$ cat src/rtl/hsp_pkg.sv
package hsp_pkg;
  typedef enum logic [0:0] {RX_WAIT, RX_HOLD} rx_state_e;
  typedef enum logic [1:0] {TX_IDLE, TX_SETUP, TX_STROBE, TX_RELEASE} tx_state_e;
endpackage

$ cat src/rtl/hsp_sync.sv
module hsp_sync #(
  parameter int   W       = 1,
  parameter int   STAGES  = 2,
  parameter logic RST_VAL = 1'b1
) (
  input  logic         clk,
  input  logic         rst_n,
  input  logic [W-1:0] d,
  output logic [W-1:0] q
);
  logic [W-1:0] stg [STAGES];

  for (genvar g = 0; g < STAGES; g++) begin : g_stage
    logic [W-1:0] src;
    if (g == 0) begin : g_first
      assign src = d;
    end else begin : g_rest
      assign src = stg[g-1];
    end
    always_ff @(posedge clk or negedge rst_n) begin
      if (!rst_n) stg[g] <= {W{RST_VAL}};
      else        stg[g] <= src;
    end
  end

  assign q = stg[STAGES-1];
endmodule

$ cat src/rtl/hsp_rx.sv
module hsp_rx
  import hsp_pkg::*;
#(
  parameter int W      = 8,
  parameter int STAGES = 2
) (
  input  logic         clk,
  input  logic         rst_n,
  input  logic         en,
  input  logic         dav_n_pin,
  input  logic [W-1:0] din,
  input  logic         rd,
  output logic [W-1:0] data,
  output logic         full,
  output logic         rdy
);
  logic      dav_s_n;
  rx_state_e state_q, state_d;
  logic      full_q, full_d;
  logic      rdy_q, rdy_d;
  logic [W-1:0] data_q;
  logic      cap;

  hsp_sync #(.W(1), .STAGES(STAGES), .RST_VAL(1'b1)) u_dav_sync (
    .clk(clk), .rst_n(rst_n), .d(dav_n_pin), .q(dav_s_n)
  );

  // capture only when ready is offered and the synchronized strobe is low
  assign cap = en && (state_q == RX_WAIT) && !full_q && !dav_s_n;

  always_comb begin
    state_d = state_q;
    full_d  = full_q;
    case (state_q)
      RX_WAIT: if (cap)     state_d = RX_HOLD;
      RX_HOLD: if (dav_s_n) state_d = RX_WAIT;
      default:              state_d = RX_WAIT;
    endcase
    if (rd)  full_d = 1'b0;
    if (cap) full_d = 1'b1;
    if (!en) begin
      state_d = RX_WAIT;
      full_d  = 1'b0;
    end
    rdy_d = en && (state_d == RX_WAIT) && !full_d;
  end

  always_ff @(posedge clk or negedge rst_n) begin
    if (!rst_n) begin
      state_q <= RX_WAIT;
      full_q  <= 1'b0;
      rdy_q   <= 1'b0;
    end else begin
      state_q <= state_d;
      full_q  <= full_d;
      rdy_q   <= rdy_d;
    end
  end

  always_ff @(posedge clk or negedge rst_n) begin
    if (!rst_n)   data_q <= '0;
    else if (cap) data_q <= din;
  end

  assign data = data_q;
  assign full = full_q;
  assign rdy  = rdy_q;

  // while the sender still holds its strobe phase, ready is never offered
  a_r4_hold_keeps_rdy_low: assert property (@(posedge clk) disable iff (!rst_n)
    (state_q == RX_HOLD) |-> !rdy_q);
endmodule

$ cat src/rtl/hsp_tx.sv
module hsp_tx
  import hsp_pkg::*;
#(
  parameter int W      = 8,
  parameter int STAGES = 2
) (
  input  logic         clk,
  input  logic         rst_n,
  input  logic         en,
  input  logic [W-1:0] wdata,
  input  logic         we,
  input  logic         rdy_pin,
  output logic [W-1:0] dout,
  output logic         dav_n,
  output logic         empty,
  output logic         ovr
);
  logic      rdy_s;
  tx_state_e state_q, state_d;
  logic      dav_n_q, dav_n_d;
  logic      ovr_q, ovr_d;
  logic [W-1:0] dout_q;
  logic      load;

  hsp_sync #(.W(1), .STAGES(STAGES), .RST_VAL(1'b1)) u_rdy_sync (
    .clk(clk), .rst_n(rst_n), .d(rdy_pin), .q(rdy_s)
  );

  assign load  = en && we && (state_q == TX_IDLE);
  assign ovr_d = en && we && (state_q != TX_IDLE);

  always_comb begin
    state_d = state_q;
    case (state_q)
      TX_IDLE:    if (load)   state_d = TX_SETUP;
      TX_SETUP:               state_d = TX_STROBE;
      TX_STROBE:  if (!rdy_s) state_d = TX_RELEASE;
      TX_RELEASE: if (rdy_s)  state_d = TX_IDLE;
      default:                state_d = TX_IDLE;
    endcase
    if (!en) state_d = TX_IDLE;
    dav_n_d = (state_d != TX_STROBE);
  end

  always_ff @(posedge clk or negedge rst_n) begin
    if (!rst_n) begin
      state_q <= TX_IDLE;
      dav_n_q <= 1'b1;
      ovr_q   <= 1'b0;
    end else begin
      state_q <= state_d;
      dav_n_q <= dav_n_d;
      ovr_q   <= ovr_d;
    end
  end

  always_ff @(posedge clk or negedge rst_n) begin
    if (!rst_n)    dout_q <= '0;
    else if (load) dout_q <= wdata;
  end

  assign dout  = dout_q;
  assign dav_n = dav_n_q;
  assign empty = (state_q == TX_IDLE);
  assign ovr   = ovr_q;

  // the strobe is released only after the receiver's ready was seen low
  a_r7_release_after_rdy_low: assert property (@(posedge clk) disable iff (!rst_n)
    ($rose(dav_n_q) && $past(en)) |-> $past(!rdy_s));
endmodule

$ cat src/rtl/strobe_port.sv
module strobe_port #(
  parameter int DATA_W      = 8,
  parameter int SYNC_STAGES = 2
) (
  input  logic              clk,
  input  logic              rst_n,
  input  logic              dir_out,
  input  logic [DATA_W-1:0] cpu_wdata,
  input  logic              cpu_we,
  input  logic              cpu_re,
  output logic [DATA_W-1:0] cpu_rdata,
  output logic              rx_full,
  output logic              tx_empty,
  output logic              overrun,
  input  logic [DATA_W-1:0] pin_din,
  input  logic              dav_n_in,
  output logic              rdy_out,
  output logic [DATA_W-1:0] pin_dout,
  output logic              dav_n_out,
  input  logic              rdy_in
);
  logic rx_en, tx_en;

  assign rx_en = !dir_out;
  assign tx_en =  dir_out;

  hsp_rx #(.W(DATA_W), .STAGES(SYNC_STAGES)) u_rx (
    .clk(clk), .rst_n(rst_n), .en(rx_en), .dav_n_pin(dav_n_in), .din(pin_din),
    .rd(cpu_re), .data(cpu_rdata), .full(rx_full), .rdy(rdy_out)
  );

  hsp_tx #(.W(DATA_W), .STAGES(SYNC_STAGES)) u_tx (
    .clk(clk), .rst_n(rst_n), .en(tx_en), .wdata(cpu_wdata), .we(cpu_we),
    .rdy_pin(rdy_in), .dout(pin_dout), .dav_n(dav_n_out), .empty(tx_empty),
    .ovr(overrun)
  );

  // a waiting byte always throttles the sender
  a_r3_full_blocks_rdy: assert property (@(posedge clk) disable iff (!rst_n)
    rx_full |-> !rdy_out);

  // with receive role held, ready only drops because a byte was captured
  a_r2_drop_means_capture: assert property (@(posedge clk) disable iff (!rst_n)
    ($fell(rdy_out) && !$past(dir_out) && !dir_out) |-> rx_full);

  // data is already on the pins when the strobe falls
  a_r6_data_leads_strobe: assert property (@(posedge clk) disable iff (!rst_n)
    $fell(dav_n_out) |-> ($stable(pin_dout) && !tx_empty));

  // pending data never changes
  a_r8_pending_data_stable: assert property (@(posedge clk) disable iff (!rst_n)
    (!tx_empty && $past(!tx_empty)) |-> $stable(pin_dout));

  // an overrun pulse follows a write made in send role
  a_r8_overrun_source: assert property (@(posedge clk) disable iff (!rst_n)
    overrun |-> ($past(cpu_we) && $past(dir_out)));

  // the inactive role keeps its outgoing handshake wire quiet
  a_r9_rx_role_quiet: assert property (@(posedge clk) disable iff (!rst_n)
    !$past(dir_out) |-> (dav_n_out && !overrun));
  a_r9_tx_role_quiet: assert property (@(posedge clk) disable iff (!rst_n)
    $past(dir_out) |-> !rdy_out);
endmodule

$ cat config.mk
export PLATFORM = sky130hd
export DESIGN_NAME = strobe_port
export DESIGN_NICKNAME = d
export VERILOG_FILES = /design/src/rtl/hsp_pkg.sv /design/src/rtl/hsp_sync.sv /design/src/rtl/hsp_rx.sv /design/src/rtl/hsp_tx.sv /design/src/rtl/strobe_port.sv
export SDC_FILE = /design/constraint.sdc
export NUM_CORES = 1
export LEC_CHECK = 0
export BUFFER_PORTS_ARGS = -buffer_cell sky130_fd_sc_hd__buf_2
export CAP_MARGIN = 30
export CORE_MARGIN = 2
export CORE_UTILIZATION = 46
export DETAILED_ROUTE_END_ITERATION = 7
export GPL_TIMING_DRIVEN = 1
export PLACE_DENSITY_LB_ADDON = 0.25
export SLEW_MARGIN = 20
export SYNTH_ARGS = -nofsm -noshare
export SYNTH_HDL_FRONTEND = slang
export SYNTH_SLANG_ARGS = --single-unit
$ cat constraint.sdc
create_clock -name clk -period 3.12 [get_ports clk]
set_input_delay 0.468 -clock clk [delete_from_list [all_inputs] [get_ports clk]]
set_output_delay 0.468 -clock clk [all_outputs]
set_load 0.02 [all_outputs]
# Yosys cells after proc, flatten, opt, wreduce, memory -nomap -nowiden
# Index checks and enable logic that the tools add are counted.
[op_classes]
eq_ne = 4
mux = 12
bitwise = 2
n_reduce_logical = 14
[ops]
columns = ["op", "n"]
rows = [
  ["logical AND 1 bit", 8],
  ["two-way mux 2 bit", 4],
  ["case mux 2 bit (4 select lines)", 1],
  ["two-way mux 1 bit", 6],
  ["== test 2 bit, second input constant", 2],
  ["zero test 1 bit", 4],
  ["== test 2 x 1 -> 1 bit, second input constant", 1],
  ["zero test 2 bit", 1],
  ["inequality test 2 bit, second input constant", 1],
  ["inverter 1 bit", 2],
  ["case mux 1 bit (2 select lines)", 1],
  ["nonzero test 2 bit", 1],
]
[word_totals]
reg_bits = 27
inputBits = 23
output_inout_bits = 21
wordCells = 44

# Logic depth before layout (Yosys ltp)
# Gate-level depths: netlist (run 1).
[logic_depth]
word_depth = 10
depth_mapped = 3
depth_no_buf = 2

# Modules after synthesis
# From an unflattened synthesis (run 1), not the netlist that was laid out.
[hier_totals]
hier_cells = 65
hier_area_um2 = 1018.5
[by_module_without_submodules]
columns = ["module", "instances", "cells_each", "area_each_um2", "seq_area_each_um2"]
rows = [
  ["hsp_tx", 1, 33, 473.0, 301.5],
  ["hsp_rx", 1, 27, 436.7, 275.3],
  ["hsp_sync", 2, 2, 52.6, 52.6],
  ["strobe_port", 1, 1, 3.8, 0.0],
]

# Worst setup path before layout (run 1)
# Ideal clock, no wire load.
[synth_path]
kind = "input to register"
from = "input dir_out"
to = "register u_rx.data_q[0] (netlist: u_rx.data[0])"
setup_time_ns = 0.125
arrival_ns = 1.295
required_time_ns = 2.995
slack_ns = 1.701
cell_stages = 2
path_buffers = 0
cell_sequence = "nor4_4 > mux2_2"
[synth_via]
elab_chain_cells = 4
[synth_lines]
columns = ["element", "line", "text"]
rows = [
  ["from (decl)", "strobe_port.sv:7", "input logic dir_out,"],
  ["zero test 1 bit", "n/a", ""],
  ["logical AND 1 bit (3 in a row)", "hsp_rx.sv:29", "assign cap = en && (state_q == RX_WAIT) && !full_q && !dav_s_n;"],
  ["to (signal assigned)", "hsp_rx.sv:62", "else if (cap) data_q <= din;"],
  ["to (decl)", "hsp_rx.sv:21", "logic [W-1:0] data_q;"],
]
# No other way between the ends.
# A chain may end at the register's enable or synchronous reset.

# Final worst setup path (run 1)
[layout_path]
from = "register u_tx.state_q[1]"
to = "output tx_empty"
[layout_via]
elab_chain_cells = 1
[layout_lines]
columns = ["element", "line", "text"]
rows = [
  ["from (decl)", "hsp_tx.sv:19", "tx_state_e state_q, state_d;"],
  ["from (signal assigned)", "hsp_tx.sv:51", "state_q <= state_d;"],
  ["zero test 2 bit", "hsp_tx.sv:64", "assign empty = (state_q == TX_IDLE);"],
  ["to (decl)", "strobe_port.sv:13", "output logic tx_empty,"],
]
# No other way between the ends.

==> results of run 1 <==
[layer usage]
| metal | vias to the layer above | GRT usage [%] | share of wire (%) |
|---|---|---|---|
| li1 | 319 | - | - |
| met1 | 314 | 18.0 | 43 |
| met2 | 22 | 23.9 | 50 |
| met3 | 2 | 2.98 | 5.8 |
| met4 | 0 | 6.76 | 0.85 |
| met5 | - | 0 | 0 |
[how the worst max path moves through the flow]
stage / from / endpoint / slack (ns)
finish: u_tx.state_q[1]$_DFF_PN0_ / tx_empty / 1.59
global route: u_tx.state_q[1]$_DFF_PN0_ / tx_empty / 1.49
CTS: u_tx.state_q[1]$_DFF_PN0_ / tx_empty / 1.57
detailed placement: dir_out / u_rx.data[0]$_DFFE_PN0P_ / 1.38
global placement: dir_out / u_rx.data[7]$_DFFE_PN0P_ / 1.45
floorplan: dir_out / u_rx.data[0]$_DFFE_PN0P_ / 1.70
[cell type report]
| class | instances | area (um^2) |
|---|---|---|
| multi-input cells | 34 | 312 |
| repair buffers | 43 | 215 |
| flip-flops and latches | 27 | 682 |
| well taps | 27 | 33.8 |
| fillers | 174 | 746 |
| clock buffers | 4 | 26.3 |
| inverters | 2 | 7.51 |
[worst reg2reg max path: cells and delay by family, from the launching register on]
family | cells | cell delay [ns]
DFF | 1 | 0.45
muxes | 1 | 0.41
and+or+nand+nor | 1 | 0.53
[synthesized netlist by cell type]
master / n
sky130_fd_sc_hd__dfrtp_1: 22
sky130_fd_sc_hd__mux2_2: 16
sky130_fd_sc_hd__dfstp_2: 5
sky130_fd_sc_hd__a21oi_1: 2
sky130_fd_sc_hd__inv_1: 2
sky130_fd_sc_hd__nand2b_1: 2
sky130_fd_sc_hd__nor2_1: 2
sky130_fd_sc_hd__nor2b_1: 2
sky130_fd_sc_hd__o21ai_0: 2
sky130_fd_sc_hd__a31oi_1: 1
sky130_fd_sc_hd__and3b_1: 1
sky130_fd_sc_hd__and4bb_2: 1
sky130_fd_sc_hd__buf_2: 1
sky130_fd_sc_hd__nor3_1: 1
sky130_fd_sc_hd__nor4_4: 1
sky130_fd_sc_hd__o211a_1: 1
sky130_fd_sc_hd__or3_1: 1
sky130_fd_sc_hd__or3b_2: 1
[logic make-up after synthesis]
kind of cell	count (synthesis)	share of synthesized area [%]
AOI/OAI and AO/OA	6	3.61
DFF	27	67.8
buffers and inverters	3	1.24
and+or+nand+nor	12	9.45
muxes	16	17.9
[metrics by stage]
step | total power, mW | cells | hold slack (ns)
floorplan | 0.577 | 64 | 0.172
global placement | 0.655 | 133 | 0.346
detailed placement | 0.664 | 133 | 0.347
CTS | 0.805 | 137 | 0.139
global route | 0.840 | 137 | 0.153
finish | 0.795 | 137 | 0.127
[where the power goes]
group / switching, mW / internal [mW] / leakage [nW]
Combinational: 0.121 / 0.0932 / 0.291
Sequential: 0.0297 / 0.409 / 0.320
Clock: 0.0926 / 0.0499 / 0.0150
Total: 0.243 / 0.552 / 0.626
==> metrics.md, run 1 <==
| Metric | Value |
|---|---|
| Largest vdd supply drop | `0.433 mV` |
| Worst reg-to-reg setup slack | `about 1.6 ns` |
| Vias per Instance | `4.80` |
| Endpoints failing setup | `0` |
| Cells on worst reg2reg path | `2` |
| Worst path setup slack after routing | `approximately 1.6 ns` |
| Number of flip-flops and latches in the synthesized netlist | `27` |
| Path length in cells of the critical path | `2` |
| Routed wire length per instance | `12.0 um` |
| Synthesized netlist net count | `between 80 and 90` |
| Result of the run | `completed` |
| Share of final-layout standard cells stronger than drive strength 1 | `63.6%` |
| Overall die height | `50.8 um` |
| Hold buffers post-CTS | `0` |
| Reg clk slew, reported paths | `between 0.1 and 0.15 ns` |
| Synth top area cells | `sky130_fd_sc_hd__dfrtp_1, sky130_fd_sc_hd__mux2_2, sky130_fd_sc_hd__dfstp_2` |
| Achievable frequency | `0.653 GHz` |
| Max Cap Violations | `0` |
| Rel. slew slack | `between 60% and 70%` |
| Library cell contributing the largest single delay on the critical path | `sky130_fd_sc_hd__dfrtp_1` |
| Leading cell type in the layout, fill and taps excluded | `sky130_fd_sc_hd__buf_2` |
| Number of ports placed on the die boundary | `44` |
| Syn-to-layout area delta | `26.9%` |
| Critical register-to-register path startpoint | `u_rx.state_q$_DFF_PN0_` |
| Count of vias placed by the detailed router | `657` |
| Minimum period implied by the final worst setup slack | `~1.5 ns` |
| Number of clock buffers inserted by TritonCTS | `3` |
| Row count | `16` |
| Path type of the worst setup path | `flip-flop to primary output` |
| Hold crit path type | `primary input to async pin` |
| Power per cell area | `623 nW/um^2` |
| Crit path buf inv count | `1` |
| Skew-Pair Late Insertion Delay | `0.31 ns` |
| Critical Path Max Stage Delay | `between 0.4 and 0.5 ns` |
| Starting utilization of the core area | `roughly half` |
| Share of the synthesized area in the top cell type | `54.7%` |
| Kind of end point of the critical path | `primary output` |
| End of the worst register-to-register path | `u_rx.data[0]$_DFFE_PN0P_` |
| Total iterations of the first detailed-routing run | `2` |
| Antenna diodes | `0` |
| Core footprint | `slightly above 2000 um^2` |
| Total negative setup slack | `0 ns` |
| GRT Util Overall | `roughly 14%` |
| Buffers inserted by post-CTS timing repair | `0` |
| Fraction of the cycle the final worst path needs | `about half` |
| Layout Nets | `approximately 130` |
| Data arrival, critical path | `roughly 1.1 ns` |
| Required time at the worst-slack endpoint | `roughly 2.7 ns` |
| Initial detailed-routing violation count | `4` |
| Die ar. | `2580 um^2` |
| Aggregate global routing overflow | `0` |
| Commonest non-fill, non-tap cells in the layout | `sky130_fd_sc_hd__buf_2, sky130_fd_sc_hd__dfrtp_1, sky130_fd_sc_hd__mux2_2` |
| Total count of max-transition violations in the final report | `0` |
| Number of clock sinks seen by CTS | `27` |
| Global-route wire length before repair | `2750 um` |
| Dominant cell type by area after synthesis | `sky130_fd_sc_hd__dfrtp_1` |
| Number of input and output port buffers inserted | `43` |
| Cell Area, Synth | `between 1000 and 1500 um^2` |
| Largest net degree at the start of global routing | `28` |
| Leakage | `roughly 0.63 nW` |
| Die width | `around 51 um` |
| Proportion of synthesized chip area in sequential cells | `about two thirds` |
| Cell-by-cell trace of the critical path | `nor2_1 -> buf_2` |
| Worst Max-Slew Pin Slew | `0.581 ns` |
| Final wirelength | `between 1500 and 2000 um` |
| Library cell used as clock root buffer | `sky130_fd_sc_hd__clkbuf_4` |
| Post-layout instance area | `between 1000 and 1500 um^2` |
| Unrepaired setup endpoints after global routing | `false` |
| Avg Synthesized Cell Area | `about 16 um^2` |
| Count of H-tree levels built during CTS | `1` |
| Crit start category | `flip-flop` |
| Worst slack after detailed placement | `around 1.4 ns` |
| Top fanout value on the critical path | `8` |
| CTS tree | `built` |
| Placement-stage cell area | `between 1000 and 1500 um^2` |
| Final cell utilization of the core | `between 60% and 70%` |
| Setup clock skew after layout | `between 0.0015 and 0.002 ns` |
| Family with the most delay on the worst path | `flip-flops` |
| # resized after CTS | `0` |
| Yosys cell types | `18` |
| Post-Synthesis Cells | `64` |
| Synthesis warning total | `0` |
| Routed Antenna Nets | `0` |
| Number of failing hold endpoints at the final stage | `0` |
| Initial antenna violation count | `0` |
| Vias in the first global route | `about 650` |
| # DRC | `0` |
| Longest Clk Path Bufs | `2` |
| Routability congestion estimate | `~0.61` |
Power figures use the tool's default switching activity.
==> inputs of run 2 (changes only) <==
--- a/config.mk
+++ b/config.mk
@@ -8,7 +8,7 @@
 export BUFFER_PORTS_ARGS = -buffer_cell sky130_fd_sc_hd__buf_2
 export CAP_MARGIN = 30
 export CORE_MARGIN = 2
-export CORE_UTILIZATION = 46
+export CORE_UTILIZATION = 45
 export DETAILED_ROUTE_END_ITERATION = 7
 export GPL_TIMING_DRIVEN = 1
 export PLACE_DENSITY_LB_ADDON = 0.25
==> constraint.sdc (replaced) <==
create_clock -name clk -period 1.5 [get_ports clk]
set_input_delay 0.225 -clock clk [delete_from_list [all_inputs] [get_ports clk]]
set_output_delay 0.225 -clock clk [all_outputs]
set_load 0.02 [all_outputs]
==> metrics.md, run 2 (synthesized netlist as in run 1, its figures left out) <==
| Metric | Value |
|---|---|
| Result of the run | `completed` |
| Routed wire length per instance | `12.2 um (+1.3%)` |
| Starting utilization of the core area | `46.4% (-3.4 points)` |
| Initial antenna violation count | `0 (unchanged)` |
| Global-route wire length before repair | `2860 um (+4.0%)` |
| Worst hold start | `cpu_we` |
| Post-route worst hold slack | `0.119 ns (-0.00830 ns)` |
| Power, Total | `1.67 mW (+110%)` |
| Leading cell type in the layout, fill and taps excluded | `sky130_fd_sc_hd__buf_2` |
| Family with the most delay on the worst path | `flip-flops` |
| Antenna diodes | `0 (unchanged)` |
| Register cell area after layout | `682 um^2 (unchanged)` |
| Achievable frequency | `approximately 0.74 GHz` |
| Total internal power | `1.16 mW (+110%)` |
| Share of final-layout standard cells stronger than drive strength 1 | `63.5% (-0.16 points)` |
| Clock network power share | `18.0% (about the same)` |
| Worst path setup slack after routing | `0.152 ns (-1.44 ns)` |
| Post-layout instance area | `1320 um^2 (+3.7%)` |
| End of the worst register-to-register path | `u_tx.dout[3]$_DFFE_PN0P_` |
| Minimum period implied by the final worst setup slack | `1.35 ns` |
| Library cell contributing the largest single delay on the critical path | `sky130_fd_sc_hd__dfrtp_1` |
| Cells on worst reg2reg path | `2 (unchanged)` |
| Row count | `17 (+1)` |
| Leakage | `0.652 nW (+4.1%)` |
| CTS tree | `built` |
| Rel. slew slack | `62.3% (+1.3 points)` |
| Number of clock buffers inserted by TritonCTS | `3 (unchanged)` |
| Largest net degree at the start of global routing | `28 (unchanged)` |
| Core footprint | `2170 um^2 (+7.3%)` |
| Unrepaired setup endpoints after global routing | `false` |
| Vias per Instance | `4.81 (+0.32%)` |
| Area of the multi-input gates | `312 um^2 (unchanged)` |
| Worst Max-Slew Pin Slew | `0.565 ns (-0.0159 ns)` |
| Post-Place Cells | `136 (+2.3%)` |
| Critical Path Max Stage Delay | `0.45 ns (-0.02 ns)` |
| Hold crit path type | `primary input to flip-flop` |
| Largest vdd supply drop | `0.781 mV (+81%)` |
| Crit start category | `flip-flop` |
| Initial detailed-routing violation count | `5 (+1)` |
| Power share of the sequential group | `54.6% (-0.6 points)` |
| Final wirelength | `1740 um (+5.8%)` |
| Vias in the first global route | `679 (+4.6%)` |
| Overall die height | `51.3 um (+1.0%)` |
| Power per cell area | `1260 nW/um^2 (+100%)` |
| # DRC | `0 (unchanged)` |
| Fraction of the cycle the final worst path needs | `around nine tenths` |
| Die width | `51.3 um (+1.0%)` |
| Endpoints failing setup | `0 (unchanged)` |
| Number of ports placed on the die boundary | `44 (unchanged)` |
| Buffers inserted by post-CTS timing repair | `0 (unchanged)` |
| Hold EP | `u_tx.ovr$_DFF_PN0_` |
| Total count of max-transition violations in the final report | `0 (unchanged)` |
| Commonest non-fill, non-tap cells in the layout | `sky130_fd_sc_hd__buf_2, sky130_fd_sc_hd__dfrtp_1, sky130_fd_sc_hd__mux2_2` |
| Top fanout value on the critical path | `8 (unchanged)` |
| Total negative setup slack | `0 ns (unchanged)` |
| Number of failing hold endpoints at the final stage | `0 (unchanged)` |
| Number of input and output port buffers inserted | `43 (unchanged)` |
| Number of clock sinks seen by CTS | `27 (unchanged)` |
| Data arrival, critical path | `1.56 ns (+0.50 ns)` |
| Number of filler instances in the final layout | `199 (+14%)` |
| Worst reg-to-reg setup slack | `0.15 ns (-1.49 ns)` |
| Syn-to-layout area delta | `31.6%` |
| Routed Antenna Nets | `0 (unchanged)` |
| Number of standard cells in the layout, taps in and fillers out | `143 (+4.4%)` |
| Crit path buf inv count | `0 (-1)` |
| Path type of the worst setup path | `flip-flop to flip-flop` |
| Total iterations of the first detailed-routing run | `4 (+2)` |
| Final cell utilization of the core | `61.0% (-2.1 points)` |
| Worst slack after detailed placement | `0.159 ns (-1.22 ns)` |
| Instance count along the most critical hold path | `3` |
| Required time at the worst-slack endpoint | `1.72 ns (-0.93 ns)` |
| Setup clock skew after layout | `0.00476 ns (+0.00299 ns)` |
| Kind of end point of the critical path | `flip-flop` |
| Count of vias placed by the detailed router | `688 (+4.7%)` |
| # resized after CTS | `0 (unchanged)` |
| Library cell used as clock root buffer | `sky130_fd_sc_hd__clkbuf_4` |
| Skew-Pair Late Insertion Delay | `0.32 ns (about the same)` |
| Sw Ratio | `30.9% (+0.35 points)` |
| Reg clk slew, reported paths | `0.13 ns (about the same)` |
| Path length in cells of the critical path | `2 (unchanged)` |
| GRT Util Overall | `15.2% (+0.76 points)` |
| Die ar. | `2630 um^2 (+2.0%)` |
| Aggregate global routing overflow | `0 (unchanged)` |
| Longest Clk Path Bufs | `2 (unchanged)` |
| Layout Nets | `139 (+3.7%)` |
| Placement-stage cell area | `1270 um^2 (+1.3%)` |
| Net Switching | `517 uW (+110%)` |
| Part of the total power dissipated in combinational logic | `27.4% (+0.5 points)` |
| Routability congestion estimate | `0.686 (+13%)` |
| Count of H-tree levels built during CTS | `1 (unchanged)` |
| Critical register-to-register path startpoint | `u_tx.state_q[0]$_DFF_PN0_` |
| Max Cap Violations | `0 (unchanged)` |
| Cell-by-cell trace of the critical path | `and4bb_2 -> mux2_2` |
## run 2: changes by cell type in the layout (fill, tap and decap cells not counted)
cell                            change
sky130_fd_sc_hd__buf_4              +2
sky130_fd_sc_hd__clkbuf_1           -1
sky130_fd_sc_hd__clkinv_2           +1
sky130_fd_sc_hd__dlygate4sd3_1      +3
## run 2: layer usage
metal,track usage [%],part of all wire (%),wire length [um]
met5,0,0,0
met4,9.21,1.7,30
met3,2.92,6.1,107
met2,26.0,54,940
met1,17.5,38,661
## run 2: worst max-delay path by stage
| stage | from | endpoint | slack [ns] |
|---|---|---|---|
| floorplan | u_rx.full$_DFF_PN0_ | u_rx.data[0]$_DFFE_PN0P_ | 0.16 |
| global placement | u_tx.state_q[0]$_DFF_PN0_ | u_tx.dout[1]$_DFFE_PN0P_ | 0.19 |
| detailed placement | u_tx.state_q[0]$_DFF_PN0_ | u_tx.dout[3]$_DFFE_PN0P_ | 0.16 |
| CTS | u_tx.state_q[1]$_DFF_PN0_ | tx_empty | 0.14 |
| global route | u_tx.state_q[0]$_DFF_PN0_ | u_tx.dout[2]$_DFFE_PN0P_ | 0.09 |
| finish | u_tx.state_q[0]$_DFF_PN0_ | u_tx.dout[3]$_DFFE_PN0P_ | 0.15 |
## run 2: final cells by class
cell class                 count  area share [%]
inverter                       2           0.567
tap                           28            2.65
sequential                    27            51.5
timing repair buffer          48            19.7
clock buffer                   3            1.70
clock inverter                 1           0.378
multi-input combinational     34            23.5
## run 2: tightest hold or removal path, cell delays in order
cell,delay (ns)
sky130_fd_sc_hd__buf_2,0.11
sky130_fd_sc_hd__inv_1,0.04
sky130_fd_sc_hd__nor2_1,0.03
## run 2: power by group through the flow
stage / clock network, mW / registers [mW] / logic [mW]
4_1_cts: 0.323 / 0.914 / 0.466
2_1_floorplan: 0 / 1.06 / 0.135
3_5_place_dp: 0 / 0.927 / 0.459
5_1_grt: 0.353 / 0.931 / 0.492
3_3_place_gp: 0 / 0.919 / 0.448
6_report: 0.300 / 0.913 / 0.458
## run 2: timing repair
| item | CTS | global route |
|---|---|---|
| setup endpoints to repair | 0 | 0 |
| hold buffers | 3 | 0 |
| hold endpoints to repair | 24 | 0 |
==> inputs of run 3 (changes only) <==
--- a/config.mk
+++ b/config.mk
@@ -7,12 +7,16 @@
 export LEC_CHECK = 0
 export BUFFER_PORTS_ARGS = -buffer_cell sky130_fd_sc_hd__buf_2
 export CAP_MARGIN = 30
+export CELL_PAD_IN_SITES_DETAIL_PLACEMENT = 1
+export CELL_PAD_IN_SITES_GLOBAL_PLACEMENT = 1
 export CORE_MARGIN = 2
-export CORE_UTILIZATION = 45
+export CORE_UTILIZATION = 35
 export DETAILED_ROUTE_END_ITERATION = 7
 export GPL_TIMING_DRIVEN = 1
 export PLACE_DENSITY_LB_ADDON = 0.25
+export SETUP_SLACK_MARGIN = 0.4
 export SLEW_MARGIN = 20
 export SYNTH_ARGS = -nofsm -noshare
 export SYNTH_HDL_FRONTEND = slang
 export SYNTH_SLANG_ARGS = --single-unit
+export TNS_END_PERCENT = 1
==> metrics.md, run 3 (synthesized netlist as in run 1, its figures left out) <==
| Metric | Value |
|---|---|
| Post-layout instance area | `1340 um^2 (+1.4%)` |
| Syn-to-layout area delta | `33.5%` |
| Skew-Pair Late Insertion Delay | `0.31 ns (about the same)` |
| Minimum period implied by the final worst setup slack | `1.32 ns (-0.0241 ns)` |
| Number of clock buffers inserted by TritonCTS | `3 (unchanged)` |
| Initial antenna violation count | `0 (unchanged)` |
| Endpoints failing setup | `0 (unchanged)` |
| Vias per Instance | `4.69 (-2.4%)` |
| Worst Max-Slew Pin Slew | `0.569 ns (+0.00360 ns)` |
| Share of final-layout standard cells stronger than drive strength 1 | `63.8% (+0.31 points)` |
| Count of vias placed by the detailed router | `690 (+0.29%)` |
| Total count of max-transition violations in the final report | `0 (unchanged)` |
| Die width | `57.6 um (+12%)` |
| Worst reg-to-reg setup slack | `0.18 ns (+0.02 ns)` |
| Library cell used as clock root buffer | `sky130_fd_sc_hd__clkbuf_4` |
| Count of H-tree levels built during CTS | `1 (unchanged)` |
| Final cell utilization of the core | `49.1% (-12 points)` |
| Unrepaired setup endpoints after global routing | `true` |
| CTS tree | `built` |
| Routed wire length per instance | `13.4 um (+10%)` |
| Worst hold start | `cpu_wdata[6]` |
| Largest net degree at the start of global routing | `28 (unchanged)` |
| Placement-stage cell area | `1260 um^2 (-0.30%)` |
| Critical register-to-register path startpoint | `u_tx.state_q[1]$_DFF_PN0_` |
| Instance count along the most critical hold path | `2 (-1)` |
| Total negative setup slack | `0 ns (unchanged)` |
| Core footprint | `2730 um^2 (+26%)` |
| Total iterations of the first detailed-routing run | `3 (-1)` |
| Leakage | `0.657 nW (+0.81%)` |
| Required time at the worst-slack endpoint | `1.71 ns (about the same)` |
| Kind of end point of the critical path | `flip-flop` |
| Vias in the first global route | `766 (+13%)` |
| CP Launch Point | `u_tx.state_q[1]$_DFF_PN0_` |
| Initial detailed-routing violation count | `4 (-1)` |
| Number of filler instances in the final layout | `286 (+44%)` |
| Path type of the worst setup path | `flip-flop to flip-flop` |
| Largest vdd supply drop | `0.623 mV (-20%)` |
| Top fanout value on the critical path | `8 (unchanged)` |
| Routability congestion estimate | `0.698 (+1.7%)` |
| Worst path setup slack after routing | `0.176 ns (+0.0241 ns)` |
| Achievable frequency | `0.755 GHz (+1.8%)` |
| Cells on worst reg2reg path | `2 (unchanged)` |
| Hold crit path type | `primary input to flip-flop` |
| Setup clock skew after layout | `0.00524 ns (+0.000474 ns)` |
| Fraction of the cycle the final worst path needs | `88.3% (-1.6 points)` |
| Final wirelength | `1970 um (+13%)` |
| Commonest non-fill, non-tap cells in the layout | `sky130_fd_sc_hd__buf_2, sky130_fd_sc_hd__dfrtp_1, sky130_fd_sc_hd__mux2_2` |
| End of the worst register-to-register path | `u_tx.dout[1]$_DFFE_PN0P_` |
| Longest Clk Path Bufs | `2 (unchanged)` |
| GRT Util Overall | `12.6% (-2.6 points)` |
| Antenna diodes | `0 (unchanged)` |
| Number of clock sinks seen by CTS | `27 (unchanged)` |
| Data arrival, critical path | `1.54 ns (-0.02 ns)` |
| Number of failing hold endpoints at the final stage | `0 (unchanged)` |
| Hold EP | `u_tx.dout[6]$_DFFE_PN0P_` |
| Leading cell type in the layout, fill and taps excluded | `sky130_fd_sc_hd__buf_2` |
| Rel. slew slack | `62.1% (-0.24 points)` |
| Aggregate global routing overflow | `0 (unchanged)` |
| Routed Antenna Nets | `0 (unchanged)` |
| Row count | `19 (+2)` |
| Worst slack after detailed placement | `0.0965 ns (-0.0623 ns)` |
| Number of ports placed on the die boundary | `44 (unchanged)` |
| # DRC | `0 (unchanged)` |
| Global-route wire length before repair | `3300 um (+15%)` |
| Max Cap Violations | `0 (unchanged)` |
| Layout Nets | `140 (+0.72%)` |
| Number of input and output port buffers inserted | `43 (unchanged)` |
| Overall die height | `57.6 um (+12%)` |
| Crit start category | `flip-flop` |
| Power per cell area | `1250 nW/um^2 (-0.72%)` |
| Reg clk slew, reported paths | `0.14 ns (about the same)` |
| Die ar. | `3320 um^2 (+26%)` |
| Starting utilization of the core area | `36.8% (-9.6 points)` |
| HPWL Detailed | `between 1000 and 1500 um` |
| Result of the run | `completed` |
-- run 3: worst max-delay path by stage --
stage          slack (ns)  depth (start not counted)                       end
3_3_place_gp         0.17                          2  u_tx.dout[5]$_DFFE_PN0P_
4_1_cts              0.15                          2  u_tx.dout[4]$_DFFE_PN0P_
6_report             0.18                          2  u_tx.dout[1]$_DFFE_PN0P_
5_1_grt              0.15                          2  u_tx.dout[5]$_DFFE_PN0P_
2_1_floorplan        0.16                          2  u_rx.data[0]$_DFFE_PN0P_
3_5_place_dp          0.1                          2  u_tx.dout[4]$_DFFE_PN0P_
-- run 3: worst max-delay path: stages (launching register included) --
cell and delay, ns:
sky130_fd_sc_hd__dfrtp_2 0.45, sky130_fd_sc_hd__and4bb_4 0.43, sky130_fd_sc_hd__mux2_2 0.35
-- run 3: per-stage QoR --
step	instances	power, mW	hold slack, ns
final	147	1.68	0.134
after global routing	147	1.79	0.114
after CTS	146	1.70	0.124
after detailed placement	138	1.39	0.258
after global placement	138	1.37	0.257
after floorplan	64	1.20	-0.0706
-- run 3: what timing repair did --
item,in CTS,in global routing
resized for setup,1,2
pin swaps,1,1
endpoints found under the setup margin,32,38
hold endpoints to repair,24,0
setup buffers,1,1
hold buffers,3,0
-- run 3: metal layers --
metal / track usage [%] / vias to the layer above / routed length, um
met5: 0 / - / 0
li1: - / 326 / -
met1: 15.2 / 342 / 769
met3: 2.68 / 2 / 109
met4: 3.99 / 0 / 23
met2: 22.2 / 20 / 1070
-- run 3: area by class of cell --
class	count	area, um^2	share of cell area [%]
Tap cell	31	38.8	2.89
Sequential cell	27	683	50.9
Clock buffer	4	26.3	1.96
Inverter	2	7.51	0.559
Timing Repair Buffer	49	268	19.9
Multi-Input combinational cell	34	319	23.8
-- run 3: where the power goes --
group	switching (mW)	total [mW]	internal (mW)
Combinational	0.257	0.469	0.212
Sequential	0.0629	0.915	0.852
Clock	0.195	0.299	0.104
